--- src/rtl/sbm_pkg.sv ---
package sbm_pkg;
  typedef enum logic [2:0] {
    ST_IDLE,
    ST_ADDR,
    ST_ASRT,
    ST_DATA,
    ST_WAIT,
    ST_ACKD,
    ST_RELA,
    ST_TAIL
  } bst_e;
endpackage

--- src/rtl/sbm_ack_sync.sv ---
module sbm_ack_sync #(
  parameter int STAGES = 2
) (
  input  logic clk,
  input  logic rst_n,
  input  logic ack_n_async,
  output logic ack_n_s
);
  logic [STAGES-1:0] shift_q;

  generate
    if (STAGES == 1) begin : g_one
      always_ff @(posedge clk or negedge rst_n) begin
        if (!rst_n) shift_q <= '1;
        else        shift_q <= ack_n_async;
      end
    end else begin : g_many
      always_ff @(posedge clk or negedge rst_n) begin
        if (!rst_n) shift_q <= '1;
        else        shift_q <= {shift_q[STAGES-2:0], ack_n_async};
      end
    end
  endgenerate

  assign ack_n_s = shift_q[STAGES-1];
endmodule

--- src/rtl/sbm_lanes.sv ---
module sbm_lanes #(
  parameter int DATA_W = 16
) (
  input  logic              word,
  input  logic              a0,
  input  logic [DATA_W-1:0] wdata,
  input  logic [DATA_W-1:0] din,
  output logic              upper_en,
  output logic              lower_en,
  output logic [DATA_W-1:0] wbus,
  output logic [DATA_W-1:0] rbyte
);
  localparam int LW = DATA_W / 2;

  always_comb begin
    upper_en = word | ~a0;
    lower_en = word | a0;
    wbus     = word ? wdata : {2{wdata[LW-1:0]}};
    if (word)    rbyte = din;
    else if (a0) rbyte = {{LW{1'b0}}, din[LW-1:0]};
    else         rbyte = {{LW{1'b0}}, din[DATA_W-1:LW]};
  end
endmodule

--- src/rtl/strobed_bus_master.sv ---
module strobed_bus_master
  import sbm_pkg::*;
#(
  parameter int ADDR_W      = 24,
  parameter int DATA_W      = 16,
  parameter int FC_W        = 3,
  parameter int SYNC_STAGES = 2
) (
  input  logic              clk,
  input  logic              rst_n,
  input  logic              req,
  input  logic              wr,
  input  logic              word,
  input  logic [ADDR_W-1:0] addr,
  input  logic [FC_W-1:0]   fc_in,
  input  logic [DATA_W-1:0] wdata,
  output logic [DATA_W-1:0] rdata,
  output logic              done,
  output logic              err,
  output logic [ADDR_W-2:0] bus_addr,
  output logic [FC_W-1:0]   fc_out,
  output logic              as_n,
  output logic              uds_n,
  output logic              lds_n,
  output logic              rw,
  output logic [DATA_W-1:0] dout,
  output logic              dout_en,
  input  logic [DATA_W-1:0] din,
  input  logic              dtack_n
);
  localparam int WA_W = ADDR_W - 1;

  // reset: asserted asynchronously, released on a clock edge
  logic [1:0] rst_pipe;
  logic       rst_q;
  always_ff @(posedge clk or negedge rst_n) begin
    if (!rst_n) rst_pipe <= '0;
    else        rst_pipe <= {rst_pipe[0], 1'b1};
  end
  assign rst_q = rst_pipe[1];

  logic ack_s;
  sbm_ack_sync #(.STAGES(SYNC_STAGES)) u_sync (
    .clk(clk), .rst_n(rst_q), .ack_n_async(dtack_n), .ack_n_s(ack_s)
  );

  bst_e              state_q, state_d;
  logic [WA_W-1:0]   addr_q;
  logic              a0_q, word_q, wr_q;
  logic [FC_W-1:0]   fc_q;
  logic [DATA_W-1:0] wdata_q, rdata_q;
  logic              err_q;
  logic              take, reject, latch;
  logic              upper_en, lower_en;
  logic [DATA_W-1:0] wbus, rbyte;

  sbm_lanes #(.DATA_W(DATA_W)) u_lanes (
    .word(word_q), .a0(a0_q), .wdata(wdata_q), .din(din),
    .upper_en(upper_en), .lower_en(lower_en), .wbus(wbus), .rbyte(rbyte)
  );

  // next state
  always_comb begin
    state_d = state_q;
    take    = 1'b0;
    reject  = 1'b0;
    latch   = 1'b0;
    unique case (state_q)
      ST_IDLE: if (req && ack_s) begin
        if (word && addr[0]) reject = 1'b1;
        else begin
          take    = 1'b1;
          state_d = ST_ADDR;
        end
      end
      ST_ADDR: state_d = ST_ASRT;
      ST_ASRT: state_d = wr_q ? ST_DATA : ST_WAIT;
      ST_DATA: state_d = ST_WAIT;
      ST_WAIT: if (!ack_s) begin
        latch   = 1'b1;
        state_d = ST_ACKD;
      end
      ST_ACKD: state_d = ST_RELA;
      ST_RELA: state_d = ST_TAIL;
      ST_TAIL: state_d = ST_IDLE;
      default: state_d = ST_IDLE;
    endcase
  end

  // registers
  always_ff @(posedge clk or negedge rst_q) begin
    if (!rst_q) begin
      state_q <= ST_IDLE;
      err_q   <= 1'b0;
    end else begin
      state_q <= state_d;
      err_q   <= reject;
    end
  end

  always_ff @(posedge clk or negedge rst_q) begin
    if (!rst_q) begin
      addr_q  <= '0;
      a0_q    <= 1'b0;
      word_q  <= 1'b0;
      wr_q    <= 1'b0;
      fc_q    <= '0;
      wdata_q <= '0;
      rdata_q <= '0;
    end else begin
      if (take) begin
        addr_q  <= addr[ADDR_W-1:1];
        a0_q    <= addr[0];
        word_q  <= word;
        wr_q    <= wr;
        fc_q    <= fc_in;
        wdata_q <= wdata;
      end
      if (latch) rdata_q <= rbyte;
    end
  end

  // output decode
  logic as_on, ds_on, wr_span, drv_span;
  always_comb begin
    as_on    = (state_q == ST_ASRT) || (state_q == ST_DATA) ||
               (state_q == ST_WAIT) || (state_q == ST_ACKD);
    ds_on    = (state_q == ST_WAIT) || ((state_q == ST_ASRT) && !wr_q);
    wr_span  = as_on || (state_q == ST_RELA) || (state_q == ST_TAIL);
    drv_span = (state_q == ST_DATA) || (state_q == ST_WAIT) ||
               (state_q == ST_ACKD) || (state_q == ST_RELA);
  end

  assign bus_addr = addr_q;
  assign fc_out   = fc_q;
  assign as_n     = ~as_on;
  assign uds_n    = ~(ds_on & upper_en);
  assign lds_n    = ~(ds_on & lower_en);
  assign rw       = ~(wr_q & wr_span);
  assign dout     = wbus;
  assign dout_en  = wr_q & drv_span;
  assign done     = (state_q == ST_ACKD);
  assign rdata    = rdata_q;
  assign err      = err_q;


  addr_hold_chk: assert property (@(posedge clk) disable iff (!rst_q)
    !as_n |-> ($stable(bus_addr) && $stable(fc_out)));

  byte_one_lane_chk: assert property (@(posedge clk) disable iff (!rst_q)
    (!as_n && !word_q) |-> (uds_n || lds_n));

  data_before_strobe_chk: assert property (@(posedge clk) disable iff (!rst_q)
    (!rw && (!uds_n || !lds_n)) |-> $past(dout_en));

  strobe_before_as_chk: assert property (@(posedge clk) disable iff (!rst_q)
    $rose(as_n) |-> $past(uds_n && lds_n));

  wait_hold_chk: assert property (@(posedge clk) disable iff (!rst_q)
    (state_q == ST_WAIT && ack_s) |=> (!as_n && $stable(bus_addr) && $stable(uds_n) && $stable(lds_n)));

  err_idle_chk: assert property (@(posedge clk) disable iff (!rst_q)
    err |-> (as_n && state_q == ST_IDLE));

  start_rearm_chk: assert property (@(posedge clk) disable iff (!rst_q)
    (state_q == ST_ADDR) |-> $past(ack_s));
endmodule

--- config.mk ---
export PLATFORM = sky130hd
export DESIGN_NAME = strobed_bus_master
export DESIGN_NICKNAME = d
export VERILOG_FILES = /design/src/rtl/sbm_pkg.sv /design/src/rtl/sbm_ack_sync.sv /design/src/rtl/sbm_lanes.sv /design/src/rtl/strobed_bus_master.sv
export SDC_FILE = /design/constraint.sdc
export NUM_CORES = 1
export LEC_CHECK = 0
export ABC_AREA = 1
export BUFFER_PORTS_ARGS = -buffer_cell sky130_fd_sc_hd__buf_4
export CAP_MARGIN = 10
export CORE_MARGIN = 3
export CORE_UTILIZATION = 48
export CTS_CLUSTER_SIZE = 20
export DETAILED_ROUTE_END_ITERATION = 8
export PLACE_DENSITY = 0.79
export SYNTH_ARGS = -nofsm -noshare
export SYNTH_HDL_FRONTEND = slang
export SYNTH_HIERARCHICAL = 1
export SYNTH_SLANG_ARGS = --single-unit
--- constraint.sdc ---
create_clock -name clk -period 2.5 [get_ports clk]
set_input_delay 0.625 -clock clk [delete_from_list [all_inputs] [get_ports clk]]
set_output_delay 0.625 -clock clk [all_outputs]
set_load 0.01 [all_outputs]
Word level (Yosys, flattened, before mapping)
Index checks and enable logic that the tools add are counted.
{ "op_classes": {"addsub": 0, "n_mul": 0, "div": 0, "n_lt_le_gt_ge": 0, "eq_ne": 10, "shift": 0, "muxes": 16, "bitwise_logic": 11, "n_reduce_logical": 15} }
{ "ops": {"columns": ["cell", "count"], "rows": [
  ["$mux 16", 2],
  ["$pmux 3 s8", 1],
  ["$eq 3x3->1 const B", 4],
  ["$mux 3", 4],
  ["$logic_or 1x1->1", 9],
  ["$mux 1", 8],
  ["$mux 8", 1],
  ["$eq 3x2->1 const B", 2],
  ["$ne 2x2->1 const B", 3],
  ["$not 1->1", 5],
  ["$and 1x1->1", 4],
  ["$eq 3x1->1 const B", 1],
  ["$logic_and 1x1->1", 3],
  ["$logic_not 3->1", 1],
  ["$reduce_and 3->1", 1],
  ["$or 1x1->1", 2],
  ["$logic_not 1->1", 1]
]} }
{ "totals": {"ff_bits": 69, "latch_bits": 0, "ramBits": 0, "rom_bits": 0, "input_bits": 65, "word_cells": 63, "n_memories": 0} }

Longest topological paths before layout
{ "logic_depth": {"depth_word": 8, "depth_mapped": 7, "mapped_depth_nobuf": 6} }

By module
Netlist, hierarchy kept.
{ "modules_own_cells": {"columns": ["mod", "instances", "cells_each", "area_each_um2", "seq_area_each_um2"], "rows": [
  ["strobed_bus_master", 1, 306, 2792.7, 1676.6],
  ["sbm_lanes", 1, 80, 384.1, 0.0],
  ["sbm_ack_sync", 1, 2, 52.6, 52.6]
]} }

Least setup slack after synthesis
No wires, ideal clock.
{ "synth_timing": {"kind": "register to output", "startpoint": "register state_q[2]", "endpoint": "output lds_n", "t_arrival_ps": 976, "required_ps": 1875, "path_slack_ps": 899, "stages_incl_launch_ff": 7, "cell_sequence": "dfrtp_1 -> inv_2 -> nand2_1 -> nor2_1 -> nand2_1 -> nand2_1 -> nand2_1"} }
{ "synth_between": {"elab_chain_len": 5, "elab_cells_between_ends": 6} }
{ "synth_lines": {"columns": ["element", "line", "text"], "rows": [
  ["from (decl)", "strobed_bus_master.sv:47", "bst_e state_q, state_d;"],
  ["from (signal assigned)", "strobed_bus_master.sv:96", "state_q <= state_d;"],
  ["$eq 3x2->1", "strobed_bus_master.sv:128", "ds_on = (state_q == ST_WAIT) || ((state_q == ST_ASRT) && !wr_q);"],
  ["$logic_and 1x1->1", "strobed_bus_master.sv:128", null],
  ["$logic_or 1x1->1 (*)", "strobed_bus_master.sv:128", null],
  ["$and 1x1->1 (*)", "strobed_bus_master.sv:138", "assign lds_n = ~(ds_on & lower_en);"],
  ["$not 1->1 (*)", "strobed_bus_master.sv:138", null],
  ["to (decl)", "strobed_bus_master.sv:24", "output logic lds_n,"]
]} }
Every way passes the cells marked *; elsewhere a longest branch is shown, timed or not.

Worst setup path after layout
{ "layout_timing": {"startpoint": "register state_q[2]", "endpoint": "output uds_n"} }
{ "layout_between": {"elab_chain_len": 5, "elab_cells_between_ends": 6} }
{ "layout_lines": {"columns": ["element", "line", "text"], "rows": [
  ["$eq 3x2->1", "strobed_bus_master.sv:128", null],
  ["$logic_and 1x1->1", "strobed_bus_master.sv:128", null],
  ["$logic_or 1x1->1 (*)", "strobed_bus_master.sv:128", null],
  ["$and 1x1->1 (*)", "strobed_bus_master.sv:137", "assign uds_n = ~(ds_on & upper_en);"],
  ["$not 1->1 (*)", "strobed_bus_master.sv:137", null],
  ["to (decl)", "strobed_bus_master.sv:23", "output logic uds_n,"]
]} }
Marked as above.

==> flow_summary.ini <==
[power]
p_sw_mw = 2.04
p_leak_nw = 2.50
vdd_ir_drop_max_v = 0.000612
power.internal_mw = 3.23
power.total_mw = 5.27
p_per_area_nw_per_um2 = 1220
combPwrFrac = 0.432
seq_power_share = 0.378
sw_frac_of_total = 0.388
pwr-share-clk = 0.191

[sta]
clock.fmax_mhz = 440
hold_viol = 0
setup_viol_count_final = 0
rsz0062_at_grt = false
slew_violations = 0
relSlewSlack = 0.493
timing.final.crit_share = 0.909
period_minus_slack_ns = 2.27
tightest_slew_ns = 0.761
fin_tns_setup_ns = 0
fin_skew_ns = 0.00916

[hold_path]
hold_path_class = in -> async

[floorplanning]
start_util = 0.503
coreArea_um2 = 6420
io_pins = 130
die-area_um2 = 7750
die_w_um = 88.0
die_y_um = 88.0
placementRows = 29

[placement]
dp_hpwl_um = 5780
portBuffers = 129
gp_congestion = 0.832
place_area_um2 = 4100

[clock_network]
cts_tree = built
cts_hold_buffers = 0
cts_max_level = 3
cts_resized = 0
cts_setup_buffers = 0
path_clk_slew_ns = 0.08
clk_latency_ns = 0.33
cts_buffers = 9
clockBufferDepth = 2
cts_sinks = 69
cts.root.buffer_cell = clkbuf_8

[synthesis]
yosysTopAreaCellShare = 0.519
synthesis.instances = 388
postSynth.asyncResetShare = 1.00
synth_mux_area_frac = 0
synth_xor_area_frac = 0
synth_top_family_by_area = simple AND/OR/NAND/NOR gates
yosysSeqAreaShare = 0.535
synth-compound-area-share = 0.0167
postSynthAreaPerCell_um2 = 8.32
synth_edf_count = 0
ys_ff_latch = 69
syn_area_um2 = 3230
synthesis.nets = 453
yosysWarnings = 6
synth_area_leaders = dfrtp_1, nand2_1, nand3_1
synth_flop_cell = dfrtp_1
synth.distinct_cells = 23
yosysMostFrequentCell = nand2_1
yosys.area.top_type = dfrtp_1
synth_common_cells = nand2_1, dfrtp_1, nand3_1, buf_4, inv_1
synthAdderAreaFrac = 0
synth-simple-area-share = 0.349

[global_routing]
grt_antenna_before_repair = 0
grt_pass1_vias = 2995
grt_max_degree = 47
overflow = 0
grt_pass1_wl_um = 13200
grt_use_total = 0.217

[setup_path]
end_kind = output port
arrival_ns = 1.65
startpoint_type = register
path_cells = inv_2, nand2_1, nor2_1, nand2_1, nand2_1, nand2_1, buf_4
cp_max_fo = 6
crit_path_max_incr_delay_ns = 0.46
criticalPathCategory = reg -> out
path_common_cell = nand2_1
cp_data_required_time_ns = 1.88
slowest_stage = dfrtp_1
ff2ff_path_depth = 5

[route]
postRouteAntennaNets = 0
vias_per_cell = 5.06
wirelength_um = 8080
drt-wirelength-per-cell_um = 13.8
met2_length_um = 3980
drc = 0
met3_length_um = 893
wl_met1_um = 3090
topRoutingLayerUsed = met4
drtPass1Iterations = 4
drt_iter0_markers = 177
vias = 2967

[cells_and_area]
antenna_cells = 0
fillers = 549
design_area_um2 = 4320
finalNetCount = 569
final_layout_size_suffix_gt1_frac = 0.318
syn_to_final_growth_pct = 33.8
fin_util = 0.673

[outcome]
status = completed

[run]
drv_cap = 0
state kept, by name, summed over array words and instances, names as in the netlist:
register	count
state_q	3
u_sync/shift_q	2
rst_pipe	2
wdata_q	16
bus_addr	23
a0_q	1
err	1
fc_out	3
wr_q	1
word_q	1
rdata	16
cell type report:
type / count / area [um^2] / share of cell area
inverters: 17 / 68.8 / 0.0159
flip-flops and latches: 69 / 1730 / 0.401
clock inverters: 6 / 86.3 / 0.0200
repair buffers: 132 / 1020 / 0.235
clock buffers: 10 / 138 / 0.0319
well taps: 77 / 96.3 / 0.0223
multi-input cells: 275 / 1180 / 0.274
layer usage:
| layer | vias up | global-route usage |
|---|---|---|
| met5 | - | 0 |
| met4 | 0 | 0.0728 |
| met3 | 14 | 0.0753 |
| met2 | 144 | 0.382 |
| met1 | 1384 | 0.245 |
| li1 | 1425 | - |
cell families after synthesis:
| kind of cell | after synthesis |
|---|---|
| AO/OA/AOI/OAI | 10 |
| other | 1 |
| flip-flops | 69 |
| buffers and inverters | 44 |
| AND/OR/NAND/NOR | 264 |
placed cells by master (no fill, tap or decap), types with 2 or more instances in the layout:
master     netlist  final
nand2_1        202    202
dfstp_2          2      2
clkinv_2         0      2
nor2_4           2      2
o21ai_1          3      3
a21oi_1          2      2
inv_1           13     13
buf_4           13    130
inv_2            3      3
clkbuf_8         0     10
bufinv_16        0      2
nand3_1         51     51
dfrtp_1         67     66
buf_12           0      2
nor2_1           4      4
o21ai_0          4      4
critical path, delay by kind of cell, from the launching register on:
kind	cells	cell delay [ns]
flip-flops	1	0.46
buffers and inverters	2	0.29
AND/OR/NAND/NOR	5	0.56
worst paths after layout:
path / start / to / slack, ns
worst max-delay path: state_q[2] / uds_n / 0.23
worst min-delay path: rst_n / rst_pipe[1] / 0.07
worst max register to register: u_sync/shift_q[1] / wdata_q[6] / 0.76
worst min register to register: rst_pipe[1] / err / 0.35
max in group asynchronous: rst_pipe[1] / bus_addr[18] / 1.51
min in group clk: u_sync/shift_q[0] / u_sync/shift_q[1] / 0.35
through the flow:
stage	cells	setup WS (ns)	hold WS (ns)
final	586	0.227	0.0726
after global routing	586	0.0812	0.0510
after CTS	586	0.232	0.0610
after detailed placement	570	0.548	0.339
after global placement	570	0.619	0.335
after floorplan	388	0.440	0.329
power groups by stage:
stage          clock [mW]  sequential [mW]  combinational [mW]
3_3_place_gp            0             1.99                2.22
6_report             1.01             1.99                2.28
2_1_floorplan           0             2.04                1.26
3_5_place_dp            0             2.00                2.29
5_1_grt              1.08             2.05                2.54
4_1_cts              1.03             1.99                2.30
No activity file was read; power rests on OpenSTA's default activity.
